==> src/rtl/pg_pkg.sv <==
// Package: shared state encoding of the power-fail chip-enable gate.
package pg_pkg;
    typedef enum logic [2:0] {
        S_ISO   = 3'd0,  // isolated since reset, no valid power seen yet
        S_PASS  = 3'd1,  // power valid, enable passes through
        S_GRACE = 3'd2,  // power failed, in-flight access allowed to end
        S_BLOCK = 3'd3,  // power failed, enable forced inactive
        S_HOLD  = 3'd4   // power back, recovery hold-off running
    } pg_state_e;
endpackage

==> src/rtl/pg_tick_timer.sv <==
// Module: pg_tick_timer
// Down-counter of tick strobes. A load sets the count; every later tick
// decrements it until it reaches zero, where it rests.
// Assumes: tick is a single-cycle strobe synchronous to clk.
module pg_tick_timer #(
    parameter int CW = 8
) (
    input  logic          clk,
    input  logic          rst_n,
    input  logic          load,
    input  logic [CW-1:0] load_val,
    input  logic          tick,
    output logic          zero
);
    logic [CW-1:0] cnt_q;

    // Purpose: load has priority; otherwise count ticks down to zero.
    always_ff @(posedge clk) begin
        if (!rst_n) begin
            cnt_q <= '0;
        end else if (load) begin
            cnt_q <= load_val;
        end else if (tick && (cnt_q != '0)) begin
            cnt_q <= cnt_q - 1'b1;
        end
    end

    assign zero = (cnt_q == '0);

    // an expired count never wraps back without a load.
    p_no_wrap_r5: assert property (@(posedge clk) disable iff (!rst_n)
        (zero && !load) |=> zero);
endmodule

==> src/rtl/pg_mode_fsm.sv <==
// Module: pg_mode_fsm
// Mode sequencer: isolation, pass-through, grace, block and recovery.
// It picks the timer load value on each entry to grace or recovery.
// Assumes: pwr_fail is already synchronous to clk.
module pg_mode_fsm
    import pg_pkg::*;
#(
    parameter int CW            = 8,
    parameter int GRACE_TICKS   = 30,
    parameter int RECOVER_TICKS = 200
) (
    input  logic          clk,
    input  logic          rst_n,
    input  logic          pwr_fail,
    input  logic          ce_in_n,
    input  logic          timer_zero,
    output pg_state_e     state,
    output logic          ce_prev_n,
    output logic          timer_load,
    output logic [CW-1:0] timer_val
);
    pg_state_e state_q, state_d;
    logic      ce_q_n;

    // Purpose: next-state and timer-load decision.
    always_comb begin
        state_d    = state_q;
        timer_load = 1'b0;
        timer_val  = CW'(RECOVER_TICKS);
        unique case (state_q)
            S_ISO: if (!pwr_fail) begin
                state_d    = S_HOLD;
                timer_load = 1'b1;
            end
            S_PASS: if (pwr_fail) begin
                if (!ce_in_n && !ce_q_n) begin
                    state_d    = S_GRACE;
                    timer_load = 1'b1;
                    timer_val  = CW'(GRACE_TICKS);
                end else begin
                    state_d = S_BLOCK;
                end
            end
            S_GRACE: if (ce_in_n || timer_zero) state_d = S_BLOCK;
            S_BLOCK: if (!pwr_fail) begin
                state_d    = S_HOLD;
                timer_load = 1'b1;
            end
            S_HOLD: begin
                if (pwr_fail)        state_d = S_BLOCK;
                else if (timer_zero) state_d = S_PASS;
            end
            default: state_d = S_ISO;
        endcase
    end

    // Purpose: state register and one-cycle history of the input enable.
    always_ff @(posedge clk) begin
        if (!rst_n) begin
            state_q <= S_ISO;
            ce_q_n  <= 1'b1;
        end else begin
            state_q <= state_d;
            ce_q_n  <= ce_in_n;
        end
    end

    assign state     = state_q;
    assign ce_prev_n = ce_q_n;

    // pass-through is entered only from recovery with the count at zero.
    p_pass_from_hold_r7: assert property (@(posedge clk) disable iff (!rst_n)
        (state_d == S_PASS && state_q != S_PASS) |-> (state_q == S_HOLD && timer_zero && !pwr_fail));
    // isolation is left only towards recovery.
    p_iso_exit_r9: assert property (@(posedge clk) disable iff (!rst_n)
        (state_q == S_ISO) |=> (state_q == S_ISO || state_q == S_HOLD));
endmodule

==> src/rtl/pg_ce_mux.sv <==
// Module: pg_ce_mux
// Output gating: pass-through, in-flight honouring, forced-off enable and
// write-protect, all combinational from state and current inputs.
// Assumes: ce_prev_n is ce_in_n delayed by one clock.
module pg_ce_mux
    import pg_pkg::*;
(
    input  pg_state_e state,
    input  logic      pwr_fail,
    input  logic      ce_in_n,
    input  logic      ce_prev_n,
    input  logic      timer_zero,
    output logic      ce_out_n,
    output logic      wr_protect
);
    // Purpose: choose the gated enable for the current state.
    always_comb begin
        unique case (state)
            S_PASS:  ce_out_n = pwr_fail ? (ce_in_n | ce_prev_n) : ce_in_n;
            S_GRACE: ce_out_n = ce_in_n | timer_zero;
            default: ce_out_n = 1'b1;
        endcase
    end

    // Purpose: block register writes outside clean pass-through.
    assign wr_protect = (state != S_PASS) | pwr_fail;
endmodule

==> src/rtl/sram_pf_gate.sv <==
// Module: sram_pf_gate (top)
// Gates an external battery-backed SRAM chip enable on power failure,
// honours a bounded in-flight access, holds off after power returns and
// drives a write-protect flag for on-chip registers.
// Assumes: pwr_fail and ce_in_n synchronous to clk; tick a 1-cycle strobe.
module sram_pf_gate
    import pg_pkg::*;
#(
    parameter int GRACE_TICKS   = 30,
    parameter int RECOVER_TICKS = 200000
) (
    input  logic clk,
    input  logic rst_n,
    input  logic tick,
    input  logic pwr_fail,
    input  logic ce_in_n,
    output logic ce_out_n,
    output logic wr_protect
);
    localparam int MAX_TICKS = (GRACE_TICKS > RECOVER_TICKS) ? GRACE_TICKS : RECOVER_TICKS;
    localparam int CW        = $clog2(MAX_TICKS + 1) < 1 ? 1 : $clog2(MAX_TICKS + 1);

    pg_state_e     state;
    logic          ce_prev_n;
    logic          timer_load;
    logic [CW-1:0] timer_val;
    logic          timer_zero;

    pg_mode_fsm #(
        .CW(CW), .GRACE_TICKS(GRACE_TICKS), .RECOVER_TICKS(RECOVER_TICKS)
    ) fsm_i (
        .clk(clk), .rst_n(rst_n), .pwr_fail(pwr_fail), .ce_in_n(ce_in_n),
        .timer_zero(timer_zero), .state(state), .ce_prev_n(ce_prev_n),
        .timer_load(timer_load), .timer_val(timer_val)
    );

    pg_tick_timer #(.CW(CW)) timer_i (
        .clk(clk), .rst_n(rst_n), .load(timer_load), .load_val(timer_val),
        .tick(tick), .zero(timer_zero)
    );

    pg_ce_mux mux_i (
        .state(state), .pwr_fail(pwr_fail), .ce_in_n(ce_in_n),
        .ce_prev_n(ce_prev_n), .timer_zero(timer_zero),
        .ce_out_n(ce_out_n), .wr_protect(wr_protect)
    );

    // isolation keeps everything shut while power is bad.
    p_iso_shut_r1: assert property (@(posedge clk) disable iff (!rst_n)
        (state == S_ISO && pwr_fail) |=> (ce_out_n && wr_protect));
    // power-fail always blocks register writes.
    p_wp_on_fail_r8: assert property (@(posedge clk) disable iff (!rst_n)
        pwr_fail |-> wr_protect);
    // the block state never lets the enable through.
    p_block_shut_r3: assert property (@(posedge clk) disable iff (!rst_n)
        (state == S_BLOCK) |-> ce_out_n);
    // a rise of the input during grace ends the window for good.
    p_no_refall_r6: assert property (@(posedge clk) disable iff (!rst_n)
        (state == S_GRACE && ce_in_n) |=> ce_out_n);
    // clean pass-through is transparent.
    p_pass_follow_r2: assert property (@(posedge clk) disable iff (!rst_n)
        (state == S_PASS && !pwr_fail) |-> (ce_out_n == ce_in_n && !wr_protect));
endmodule

==> config.mk <==
export PLATFORM = sky130hd
export DESIGN_NAME = sram_pf_gate
export DESIGN_NICKNAME = d
export VERILOG_FILES = /design/src/rtl/pg_pkg.sv /design/src/rtl/pg_tick_timer.sv /design/src/rtl/pg_mode_fsm.sv /design/src/rtl/pg_ce_mux.sv /design/src/rtl/sram_pf_gate.sv
export SDC_FILE = /design/constraint.sdc
export NUM_CORES = 1
export LEC_CHECK = 0
export CAP_MARGIN = 20
export CORE_MARGIN = 3
export CORE_UTILIZATION = 30
export CTS_CLUSTER_DIAMETER = 40
export DETAILED_ROUTE_END_ITERATION = 8
export GPL_TIMING_DRIVEN = 0
export HOLD_SLACK_MARGIN = 0.02
export PLACE_DENSITY_LB_ADDON = 0.15
export RECOVER_POWER = 50
export SYNTH_ARGS = -nofsm -noshare
export SYNTH_HDL_FRONTEND = slang
export SYNTH_SLANG_ARGS = --single-unit
==> constraint.sdc <==
create_clock -name clk -period 4.5 [get_ports clk]
set_input_delay 0.675 -clock clk [delete_from_list [all_inputs] [get_ports clk]]
set_output_delay 0.675 -clock clk [all_outputs]
set_load 0.03 [all_outputs]
==> results.ini <==
[worst_setup_path]
crit_arrival_ns = 2.95
start_kind = register
cp-end-kind = primary output
r2r_cells = 9
path_max_fanout = 3
worstPathRequired_ns = 3.83
worst-r2r-setup-slack_ns = 1.49
r2r_start = timer_i.cnt_q[0]
crit-reg2reg-capture = timer_i.cnt_q[6]
worstSetupPathType = register to primary output

[route]
drc = 0
vias = 1338
drt_iter0_drc = 86
routed_wl_um = 3700
drtPass1Iterations = 4
ant_nets = 0
post_drt_wl_per_cell_um = 15.9
routed_via_density = 5.77

[pwr]
seqPwrFrac_pct = 30.5
clkPwrFrac_pct = 12.9
p_per_area_nw_per_um2 = 738
power.share.switching_pct = 45.6
internal_power_mw = 0.618
power.total_mw = 1.13
peakVddDrop_mv = 0.191
p_switching_mw = 0.517
p_leak_nw = 0.565
p_comb_share_pct = 56.7

[placed_design]
dp_hpwl_um = 2700
dpl-instance-area_um2 = 1500
place_worst_setup_slack_ns = 1.19
io_buffers = 5
dp.cells = 228
place_congestion = 0.862

[clocking]
htree_levels = 1
cts.sinks = 22
cts-root-buf = clkbuf_8
clk_latency_ns = 0.26
ctsHoldBuffers = 0
post_cts_buffers = 0
cts_tree = yes
clk_path_buf_depth = 2
clkSlewWorstSetupHoldPaths_ns = 0.08
numCtsBuffers = 3
cts_resized = 0

[cells_and_area]
final_cell_count_no_fill = 232
stdcell_area_um2 = 1540
area_growth_syn_to_layout_pct = 11.4
layout-drive-gt1-share_pct = 7.78
finalNetCount = 188
antennaDiodeCount = 0

[synth]
ys.flop_type = dfxtp_1
synthCells = 171
yosys_warnings = 0
yosysTopAreaCell = dfxtp_1
avgSynthCellArea_um2 = 8.07
ys_seq_area_share_pct = 31.9
synth_nets = 178
synth_top_cell_area_share_pct = 31.9
async_flop_share_pct = 0
ys_ff_latch = 22
ys_types = 51
syn_area_um2 = 1380
synthTopCellsByArea = dfxtp_1 (32%), a21oi_1 (5.1%), nand2_1 (3.8%)
synth_edf_count = 0

[sta]
tns_ns = 0
worst_slew_pin_slew_ns = 0.912
period_share_pct = 80.7
max_freq_ghz = 0.275
setup_viol = 0
finalWorstSetupSlack_ns = 0.870
max_slew_margin_pct = 38.7
skew_ns = 0.00357
slew_viol_final = 0
post-route-min-period_ns = 3.63
rsz0062_at_grt = no
hold_viol_final = 0

[die]
die_h_um = 73.8
dieArea_um2 = 5450
die_w_um = 73.8
initial_core_util_pct = 31.5
ios = 7
rows = 24
coreArea_um2 = 4380

[global_routing]
track_usage_pct = 14.2
grt_pass1_wl_um = 6090
grt_pass1_vias = 1319
overflow = 0
antenna_found_initial = 0
grt_max_degree = 13

[min_path]
min_path_type = register to register
holdPathStages = 2
min_from = timer_i.cnt_q[6]
holdPathEnd = timer_i.cnt_q[6]

[run_status]
status = complete, no violations

[job]
drv_cap = 0

[worst max-delay path by stage]
stage	start	endpoint	slack, ns	cells after the start
4_1_cts	timer_i.cnt_q[0]	ce_out_n	0.87	8
2_1_floorplan	pwr_fail	timer_i.cnt_q[9]	1.92	7
3_5_place_dp	timer_i.cnt_q[0]	ce_out_n	1.19	8
5_1_grt	timer_i.cnt_q[0]	ce_out_n	0.75	8
3_3_place_gp	timer_i.cnt_q[0]	ce_out_n	1.17	8
6_report	timer_i.cnt_q[0]	ce_out_n	0.87	8
[layout by cell type, fill, tap and decap left out, types with 4 or more instances in the layout]
master	n
o21ai_0	5
nor2_1	14
clkbuf_1	6
nor3_1	5
a21oi_1	14
a211oi_1	6
clkbuf_8	4
inv_1	7
or3_1	8
nand2_1	14
nand2b_1	6
dfxtp_1	22
[cell usage after synthesis (2+ instances only)]
cell and count:
o211ai_1 3, xor2_1 3, o21ai_1 3, nand2b_1 6, a22o_1 2, a22oi_1 2
or2_2 3, o21ai_0 5, nor4_1 3, or4b_1 3, a21oi_1 14, or4_1 3
or3_1 8, nor3_1 5, ha_1 2, dfxtp_1 22, or4_4 3, nand4_1 3
inv_1 7, nor2b_1 2, nor2_1 14, o31ai_1 2, nand2_1 14, o41ai_1 3
clkbuf_1 5, a211oi_1 5, a31oi_1 2
[metrics by stage]
step / utilization (%) / hold WS, ns
floorplan: - / 0.441
global placement: 34.1 / 0.467
detailed placement: 34.1 / 0.484
CTS: 35.4 / 0.497
global route: 35.1 / 0.517
finish: 35.1 / 0.493
[power by group through the flow]
stage / registers, mW / logic, mW / clock network [mW]
5_1_grt: 0.356 / 0.715 / 0.160
6_report: 0.346 / 0.643 / 0.146
3_5_place_dp: 0.348 / 0.648 / 0
4_1_cts: 0.343 / 0.652 / 0.150
3_3_place_gp: 0.343 / 0.644 / 0
2_1_floorplan: 0.323 / 0.517 / 0
[critical path, cell delays in order, from the launching register on]
cell and delay (ns):
dfxtp_1 0.32, inv_1 0.11, ha_1 0.18, or3b_2 0.45, nor4_1 0.47, a21oi_1 0.22
a21oi_1 0.17, or3_1 0.12, clkdlybuf4s50_1 0.66
[cell families after synthesis]
logic type / synth area share (%)
adders and majority gates: 1.81
DFF: 31.9
buffers and inverters: 5.17
xor gates and xnor gates: 2.54
and+or+nand+nor: 31.2
AOI/OAI and AO/OA: 27.4
[routing by layer]
layer	GRT usage [%]	part of all wire, %	vias to the layer above
met1	18.8	49	648
met3	2.33	3.5	6
met4	4.02	0.92	0
met2	23.6	47	22
met5	0	0	-
li1	-	-	662
[registers in the layout (all words and copies together) (netlist names)]
name             count
timer_i.cnt_q       18
fsm_i.state          3
fsm_i.ce_prev_n      1
[area by class of cell]
class | count | area, µm²
plain buffers | 7 | 37.5
clock buffers | 4 | 55.1
fillers | 468 | 2850
inverters | 7 | 26.3
multi-input cells | 135 | 863
flip-flops and latches | 22 | 440
well taps | 52 | 65.1
repair buffers | 5 | 50.0
No activity file was read; power rests on OpenSTA's default activity.
